==> src/rtl/i2cmon_pkg.sv <==
package i2cmon_pkg;

    typedef enum logic [1:0] {
        TRK_IDLE,
        TRK_ADDR,
        TRK_DATA
    } trk_state_t;

    typedef enum logic [1:0] {
        STP_CLEAR,
        STP_SET,
        STP_ARMED
    } stp_state_t;

    typedef struct packed {
        logic start;
        logic stop;
        logic scl_rise;
    } bus_evt_t;

    typedef struct packed {
        logic addr_first;
        logic addr_done;
        logic byte_first;
        logic ack_low;
    } trk_strobe_t;

endpackage

==> src/rtl/i2cmon_sync.sv <==
module i2cmon_sync #(
    parameter int STAGES = 2
) (
    input  logic clk,
    input  logic rst_n,
    input  logic d,
    output logic q
);
    logic [STAGES-1:0] chain;

    genvar i;
    generate
        for (i = 0; i < STAGES; i++) begin : g_stage
            if (i == 0) begin : g_first
                always_ff @(posedge clk or negedge rst_n) begin
                    if (!rst_n) chain[0] <= 1'b1;
                    else        chain[0] <= d;
                end
            end else begin : g_next
                always_ff @(posedge clk or negedge rst_n) begin
                    if (!rst_n) chain[i] <= 1'b1;
                    else        chain[i] <= chain[i-1];
                end
            end
        end
    endgenerate

    assign q = chain[STAGES-1];
endmodule

==> src/rtl/i2cmon_cond_detect.sv <==
module i2cmon_cond_detect
    import i2cmon_pkg::*;
(
    input  logic     clk,
    input  logic     rst_n,
    input  logic     scl_s,
    input  logic     sda_s,
    output bus_evt_t evt,
    output logic     sda_level
);
    logic scl_q;
    logic sda_q;

    always_ff @(posedge clk or negedge rst_n) begin
        if (!rst_n) begin
            scl_q <= 1'b1;
            sda_q <= 1'b1;
        end else begin
            scl_q <= scl_s;
            sda_q <= sda_s;
        end
    end

    always_comb begin
        evt.start    = scl_s & scl_q & sda_q & ~sda_s;
        evt.stop     = scl_s & scl_q & ~sda_q & sda_s;
        evt.scl_rise = scl_s & ~scl_q;
    end

    assign sda_level = sda_s;

    a_r12_cond_exclusive: assert property (@(posedge clk) disable iff (!rst_n)
        $onehot0({evt.start, evt.stop, evt.scl_rise}));
endmodule

==> src/rtl/i2cmon_bit_track.sv <==
module i2cmon_bit_track
    import i2cmon_pkg::*;
#(
    parameter int BITS_PER_BYTE = 8
) (
    input  logic        clk,
    input  logic        rst_n,
    input  logic        enable,
    input  bus_evt_t    evt,
    input  logic        sda_level,
    output trk_strobe_t stb
);
    localparam int ACK_CLK_I = BITS_PER_BYTE + 1;
    localparam int CNT_W     = $clog2(ACK_CLK_I + 1);
    localparam logic [CNT_W-1:0] ACK_CLK  = CNT_W'(ACK_CLK_I);
    localparam logic [CNT_W-1:0] LAST_BIT = CNT_W'(BITS_PER_BYTE);

    trk_state_t       state_q, state_d;
    logic [CNT_W-1:0] cnt_q, cnt_d;
    logic             active;

    always_ff @(posedge clk or negedge rst_n) begin
        if (!rst_n) begin
            state_q <= TRK_IDLE;
            cnt_q   <= '0;
        end else begin
            state_q <= state_d;
            cnt_q   <= cnt_d;
        end
    end

    assign active = (state_q != TRK_IDLE);

    always_comb begin
        state_d = state_q;
        cnt_d   = cnt_q;
        if (!enable || evt.stop) begin
            state_d = TRK_IDLE;
            cnt_d   = '0;
        end else if (evt.start) begin
            state_d = TRK_ADDR;
            cnt_d   = '0;
        end else if (evt.scl_rise) begin
            unique case (state_q)
                TRK_IDLE: begin
                    state_d = TRK_IDLE;
                    cnt_d   = '0;
                end
                TRK_ADDR: begin
                    if (cnt_q == ACK_CLK) begin
                        state_d = TRK_DATA;
                        cnt_d   = CNT_W'(1);
                    end else begin
                        cnt_d = cnt_q + CNT_W'(1);
                    end
                end
                TRK_DATA: begin
                    if (cnt_q == ACK_CLK) cnt_d = CNT_W'(1);
                    else                  cnt_d = cnt_q + CNT_W'(1);
                end
                default: begin
                    state_d = TRK_IDLE;
                    cnt_d   = '0;
                end
            endcase
        end
    end

    always_comb begin
        stb.addr_first = enable & evt.scl_rise & (state_q == TRK_ADDR) & (cnt_q == '0);
        stb.addr_done  = enable & evt.scl_rise & (state_q == TRK_ADDR) & (cnt_q == ACK_CLK);
        stb.byte_first = enable & evt.scl_rise & active & (cnt_q == ACK_CLK);
        stb.ack_low    = enable & evt.scl_rise & active & (cnt_q == LAST_BIT) & ~sda_level;
    end

    a_r3_count_in_range: assert property (@(posedge clk) disable iff (!rst_n)
        cnt_q <= ACK_CLK);
    a_r11_idle_count_zero: assert property (@(posedge clk) disable iff (!rst_n)
        (state_q == TRK_IDLE) |-> (cnt_q == '0));
    a_r9_start_restarts: assert property (@(posedge clk) disable iff (!rst_n)
        (enable && evt.start) |=> (state_q == TRK_ADDR && cnt_q == '0));
endmodule

==> src/rtl/i2cmon_flags.sv <==
module i2cmon_flags
    import i2cmon_pkg::*;
(
    input  logic        clk,
    input  logic        rst_n,
    input  logic        enable,
    input  logic        release_pulse,
    input  bus_evt_t    evt,
    input  trk_strobe_t stb,
    output logic        start_flag,
    output logic        stop_flag,
    output logic        ack_flag,
    output logic        start_evt,
    output logic        stop_evt,
    output logic        ack_evt
);
    stp_state_t stp_q, stp_d;
    logic start_q, start_d;
    logic ack_q, ack_d;
    logic sevt_q, pevt_q, aevt_q;

    always_ff @(posedge clk or negedge rst_n) begin
        if (!rst_n) begin
            stp_q   <= STP_CLEAR;
            start_q <= 1'b0;
            ack_q   <= 1'b0;
            sevt_q  <= 1'b0;
            pevt_q  <= 1'b0;
            aevt_q  <= 1'b0;
        end else begin
            stp_q   <= stp_d;
            start_q <= start_d;
            ack_q   <= ack_d;
            sevt_q  <= enable & evt.start & ~release_pulse;
            pevt_q  <= enable & evt.stop;
            aevt_q  <= stb.ack_low & ~release_pulse;
        end
    end

    always_comb begin
        stp_d = stp_q;
        if (!enable) begin
            stp_d = STP_CLEAR;
        end else if (evt.stop) begin
            stp_d = STP_SET;
        end else begin
            unique case (stp_q)
                STP_CLEAR: stp_d = STP_CLEAR;
                STP_SET:   if (evt.start)      stp_d = STP_ARMED;
                STP_ARMED: if (stb.addr_first) stp_d = STP_CLEAR;
                default:   stp_d = STP_CLEAR;
            endcase
        end
    end

    always_comb begin
        start_d = start_q;
        if (!enable || release_pulse || evt.stop) start_d = 1'b0;
        else if (evt.start)                       start_d = 1'b1;
        else if (stb.addr_done)                   start_d = 1'b0;

        ack_d = ack_q;
        if (!enable || release_pulse || evt.stop || stb.byte_first) ack_d = 1'b0;
        else if (stb.ack_low)                                       ack_d = 1'b1;
    end

    assign start_flag = start_q;
    assign stop_flag  = (stp_q != STP_CLEAR);
    assign ack_flag   = ack_q;
    assign start_evt  = sevt_q;
    assign stop_evt   = pevt_q;
    assign ack_evt    = aevt_q;

    a_r7_release_keeps_stop: assert property (@(posedge clk) disable iff (!rst_n)
        (enable && release_pulse && stop_flag && !stb.addr_first) |=> stop_flag);
    a_r7_release_clears: assert property (@(posedge clk) disable iff (!rst_n)
        release_pulse |=> (!start_flag && !ack_flag));
    a_r1_evt_sets_start: assert property (@(posedge clk) disable iff (!rst_n)
        start_evt |-> start_flag);
    a_r2_stop_clears_others: assert property (@(posedge clk) disable iff (!rst_n)
        stop_evt |-> (stop_flag && !start_flag && !ack_flag));
    a_r3_evt_sets_ack: assert property (@(posedge clk) disable iff (!rst_n)
        ack_evt |-> ack_flag);
endmodule

==> src/rtl/i2c_cond_monitor.sv <==
module i2c_cond_monitor
    import i2cmon_pkg::*;
#(
    parameter int SYNC_STAGES   = 2,
    parameter int BITS_PER_BYTE = 8
) (
    input  logic clk,
    input  logic rst_n,
    input  logic scl_in,
    input  logic sda_in,
    input  logic enable,
    input  logic release_pulse,
    output logic start_flag,
    output logic stop_flag,
    output logic ack_flag,
    output logic start_evt,
    output logic stop_evt,
    output logic ack_evt
);
    logic        scl_s, sda_s, sda_level;
    bus_evt_t    evt;
    trk_strobe_t stb;

    i2cmon_sync #(.STAGES(SYNC_STAGES)) u_sync_scl (
        .clk(clk), .rst_n(rst_n), .d(scl_in), .q(scl_s));
    i2cmon_sync #(.STAGES(SYNC_STAGES)) u_sync_sda (
        .clk(clk), .rst_n(rst_n), .d(sda_in), .q(sda_s));

    i2cmon_cond_detect u_detect (
        .clk(clk), .rst_n(rst_n), .scl_s(scl_s), .sda_s(sda_s),
        .evt(evt), .sda_level(sda_level));

    i2cmon_bit_track #(.BITS_PER_BYTE(BITS_PER_BYTE)) u_track (
        .clk(clk), .rst_n(rst_n), .enable(enable), .evt(evt),
        .sda_level(sda_level), .stb(stb));

    i2cmon_flags u_flags (
        .clk(clk), .rst_n(rst_n), .enable(enable), .release_pulse(release_pulse),
        .evt(evt), .stb(stb),
        .start_flag(start_flag), .stop_flag(stop_flag), .ack_flag(ack_flag),
        .start_evt(start_evt), .stop_evt(stop_evt), .ack_evt(ack_evt));

    a_r8_quiet_when_disabled: assert property (@(posedge clk) disable iff (!rst_n)
        !enable |=> (!start_flag && !stop_flag && !ack_flag &&
                     !start_evt && !stop_evt && !ack_evt));
    a_r12_start_stop_apart: assert property (@(posedge clk) disable iff (!rst_n)
        $onehot0({start_evt, stop_evt}));
endmodule

==> config.mk <==
export PLATFORM = sky130hd
export DESIGN_NAME = i2c_cond_monitor
export DESIGN_NICKNAME = d
export VERILOG_FILES = /design/src/rtl/i2cmon_pkg.sv /design/src/rtl/i2cmon_sync.sv /design/src/rtl/i2cmon_cond_detect.sv /design/src/rtl/i2cmon_bit_track.sv /design/src/rtl/i2cmon_flags.sv /design/src/rtl/i2c_cond_monitor.sv
export SDC_FILE = /design/constraint.sdc
export NUM_CORES = 1
export LEC_CHECK = 0
export BUFFER_PORTS_ARGS = -buffer_cell sky130_fd_sc_hd__buf_2
export CAP_MARGIN = 20
export CORE_UTILIZATION = 35
export DETAILED_ROUTE_END_ITERATION = 6
export MAX_ROUTING_LAYER = met4
export PLACE_DENSITY = 0.5
export SYNTH_ARGS = -nofsm -noshare
export SYNTH_HDL_FRONTEND = slang
export SYNTH_HIERARCHICAL = 1
export SYNTH_SLANG_ARGS = --single-unit
==> constraint.sdc <==
create_clock -name clk -period 4.1 [get_ports clk]
set_input_delay 0.41 -clock clk [delete_from_list [all_inputs] [get_ports clk]]
set_output_delay 0.41 -clock clk [all_outputs]
set_load 0.01 [all_outputs]
After elaboration in Yosys (flattened, before gate mapping):

Index checks and enable logic that the tools add are counted.

* bitwise logic cells: 22
* equal/unequal tests: 10
* reductions and logical operators: 14
* multiplexer cells: 20
* add/sub/neg operators: 1

Operators with widths (count)
* 4-bit 2-to-1 mux: 5
* 1-bit AND: 18
* 2-bit 2-to-1 mux: 8
* 4-bit == test, second input constant: 2
* 2-bit case mux with 2 select lines: 2
* 2-bit nonzero test: 3
* 3-bit nonzero test: 2
* 1-bit 2-to-1 mux: 5
* 4-bit by 1-bit adder with 4-bit output, second input constant: 1
* 2-bit by 1-bit == test with 1-bit output, second input constant: 2
* 2-bit == test, second input constant: 2
* 4-bit zero test: 1
* 1-bit logical OR: 4
* 4-bit by 1-bit != test with 1-bit output, second input constant: 1
* 4-bit by 2-bit != test with 1-bit output, second input constant: 1
* 4-bit by 3-bit != test with 1-bit output, second input constant: 1
* 1-bit NOT: 4
* 3-bit by 1-bit != test with 1-bit output, second input constant: 1
* 3-bit AND reduction: 1
* 2-bit AND reduction: 1
* 2-bit OR reduction: 1
* 1-bit zero test: 1

* output and inout bits: 6
* input port bits: 6
* register bits: 19

Longest topological paths before layout:

* depth in word-level cells: 9
* gate-level depth with buffers: 6
* mapped depth without buffers: 6

Hierarchy:

Netlist, hierarchy kept.

By module, submodules not included
* i2cmon_bit_track: times used 1, cells each 54, seq. area each 150.1 um^2, area each 462.9 um^2
* i2cmon_flags: times used 1, cells each 23, seq. area each 175.2 um^2, area each 284.0 um^2
* i2cmon_sync: times used 2, cells each 2, seq. area each 52.6 um^2, area each 52.6 um^2
* i2cmon_cond_detect: times used 1, cells each 6, seq. area each 52.6 um^2, area each 86.3 um^2

Worst setup path after synthesis:

OpenSTA, ideal clock, no wires.

* path type: register -> register
* from: register u_sync_scl.chain[1], in the netlist u_sync_scl/q
* to: register u_flags.ack_q, in the netlist u_flags/ack_flag
* buffers on the path: 1
* cell stages (with the launch flop): 7
* arrival time: 1.304 ns
* setup slack: 2.716 ns
* setup time: 0.080 ns
* required time: 4.020 ns
* cell sequence: dfstp_2 > nor2b_1 > buf_4 > nand2_1 > nor4_1 > nor2_1 > nor3_2

RTL lines
* from (decl): RTL line i2cmon_sync.sv:9 `logic [STAGES-1:0] chain;`
* from (signal, indexed assignment): RTL line i2cmon_sync.sv:22 `else chain[i] <= chain[i-1];`
* to (signal assigned): RTL line i2cmon_flags.sv:33 `ack_q <= ack_d;`
* to (decl): RTL line i2cmon_flags.sv:19 `logic ack_q, ack_d;`

==> reports/metrics.yaml <==
hold_violations: 0
fp.dieArea_sq_um: 2890
vias_per_cell: 4.75
cellPowerDensity_nw_per_um2: 296
htree_levels: 1
synth_seq_cells: 19
final_cell_mix: "13 x dfrtp_1, 11 x buf_2, 6 x dfstp_2, 6 x nand2_1, 6 x ha_1"
fill_cells: 248
root_buffer: "clkbuf_4"
drt-initial-drc-count: 8
nets: 113
grt_pass1_wl_um: 2880
n_antenna_cell: 0
drc: 0
final_cells: 130
initial_core_util: 0.375
slew_headroom: 0.606
ir_drop_v: 0.000180
rows: 18
cts_tree: "built"
drtPass1Iterations: 2
async_flop_share: 1.00
setup-tns-final_ps: 0
finalClockSkew_ps: 1.64
num_vias: 618
hpwl_um: 1230
critPathRequiredTime_ps: 4320
cts.repair.resized: 0
gp_congestion: 0.777
multi_input_area_sq_um: 422
synth_edf_count: 0
antenna_found_initial: 0
cp-end-kind: "flip-flop"
grt_pass1_vias: 615
p_leak_nw: 0.462
clock_latency_ps: 290
rsz0062_at_grt: "false"
outcome: "completed"
drv_slew: 0
hold_class: "in2async"
grt_max_degree: 20
area_growth_pct: 11.2
cts_buffers: 3
r2r.worst_path.cells: 5
worst_pin_slew_ps: 590
max_clock_freq_mhz: 543
port_buffers: 11
coreArea_sq_um: 2500
io_pins: 12
ys_seq_area_frac: 0.515
cp_max_fo: 10
ys_warn_count: 6
overflow: 0
mostFrequentLayoutCell: "dfrtp_1"
avgSynthCellArea_sq_um: 10.8
crit_path_top_delay_cell: "dfstp_2"
clk_pin_slew_ps: 110
cts_buffer_depth: 2
rrSetupSlack_ps: 2260
cap_violations: 0
place_inst: 126
fin_crit_sh: 0.449
arrival_ps: 2060
syn_nets: 99
crit_family: "simple AND/OR/NAND/NOR gates"
worstSetupPathType: "reg2reg"
drive_above_1_share: 0.240
crit_chain: "nor2b_1 > nand2_1 > nor4_1 > nor2_1 > nor3_2"
finalSetupViolCount: 0
synth_ff_type: "dfrtp_1"
seq_area_sq_um: 483
cts_setup_buffers: 0
wl_per_cell_um: 12.8
ant_nets: 0
die_h_um: 53.8
fin_crit_ps: 1840
netlist_area_sq_um: 938
clock_sinks: 19
ys_types: 28
cp_num_cells: 5
whs_ps: 33.9
die_x_um: 53.8
critPathBufInv: 0
synthCells: 87
crit_path_start_kind: "flip-flop"
globalRouteTotalUtil: 0.147
holdBufCountCts: 0
cpPeakStageDelay_ps: 560
routed_wl_um: 1660
-- sequential cells by signal, summed over array words and instances (netlist names) --
register	cells
u_track/state_q	2
u_flags/start_flag	1
u_detect/sda_q	1
u_detect/scl_q	1
u_flags/stp_q	2
u_flags/stop_evt	1
u_track/cnt_q	4
u_sync_scl/chain	1
u_sync_sda/q	1
u_sync_scl/q	1
u_flags/ack_evt	1
u_flags/ack_flag	1
u_flags/start_evt	1
u_sync_sda/chain	1
-- power breakdown --
group / total [W] / internal (W) / switching (W)
sequential: 0.000196 / 0.000194 / 0.00000248
combinational: 0.0000207 / 0.00000763 / 0.0000130
clock: 0.0000918 / 0.0000362 / 0.0000556
-- routing by layer --
metal | track usage | routed length [um] | up-vias
met5 | - | 0 | -
met3 | 0.0254 | 47 | 2
li1 | - | - | 324
met2 | 0.208 | 753 | 11
met1 | 0.196 | 838 | 281
met4 | 0.0789 | 21 | 0
-- final cells by class --
cell class	instances	area share
inverter	5	0.0180
clock buffer	3	0.0216
tap	30	0.0360
multi-input combinational	61	0.404
timing repair buffer	11	0.0528
sequential	19	0.463
clock inverter	1	0.00480
-- worst register-to-register path: stages, from the launching register on --
cell     delay [ps]
dfstp_2         560
nor2b_1         500
nand2_1         140
nor4_1          360
nor2_1          100
nor3_2          110
-- synthesized netlist by cell type (all sizes together) (2+ instances only) --
master,number,area [sq um]
dfrtp,13,325
dfstp,6,158
ha,6,75.1
nand2,6,22.5
a21oi,5,25.0
inv,5,18.8
nand2b,5,31.3
or2b,4,30.0
nand3b,3,22.5
nand4,3,18.8
nor2,3,11.3
nor2b,3,18.8
nor3,3,20.0
nor3b,3,22.5
a31oi,2,12.5
and4b,2,20.0
buf,2,15.0
nand3,2,10.0
o21a,2,15.0
or3b,2,17.5
-- worst paths after layout --
| check | from | endpoint |
|---|---|---|
| worst min-delay path | rst_n | u_flags/stop_evt$_DFF_PN0_ |
| worst min register to register | u_sync_sda/chain[0]$_DFF_PN1_ | u_sync_sda/q$_DFF_PN1_ |
| max in group asynchronous | rst_n | u_sync_scl/chain[0]$_DFF_PN1_ |
| worst max-delay path | u_sync_scl/q$_DFF_PN1_ | u_flags/ack_flag$_DFFE_PN0P_ |
| min in group clk | sda_in | u_sync_sda/chain[0]$_DFF_PN1_ |
| worst max register to register | u_sync_scl/q$_DFF_PN1_ | u_flags/ack_flag$_DFFE_PN0P_ |
-- per-stage QoR --
| stage | power (W) | area [sq um] | utilization | setup WS [ps] |
|---|---|---|---|---|
| 2_1_floorplan | 0.000211 | 938 | - | 2720 |
| 3_3_place_gp | 0.000221 | 1020 | 0.406 | 2360 |
| 3_5_place_dp | 0.000221 | 1020 | 0.406 | 2270 |
| 4_1_cts | 0.000319 | 1040 | 0.417 | 2250 |
| 5_1_grt | 0.000331 | 1040 | 0.417 | 1950 |
| 6_report | 0.000309 | 1040 | 0.417 | 2260 |
-- cell families after synthesis --
logic type               Yosys count  synth area share
AO/OA/AOI/OAI                     10            0.0613
adder cells (fa/ha/maj)            6            0.0800
buffers and inverters              7            0.0360
flip-flops                        19             0.515
multiplexers                       1            0.0107
AND/OR/NAND/NOR                   44             0.297
(Power assumes the default switching activity.)
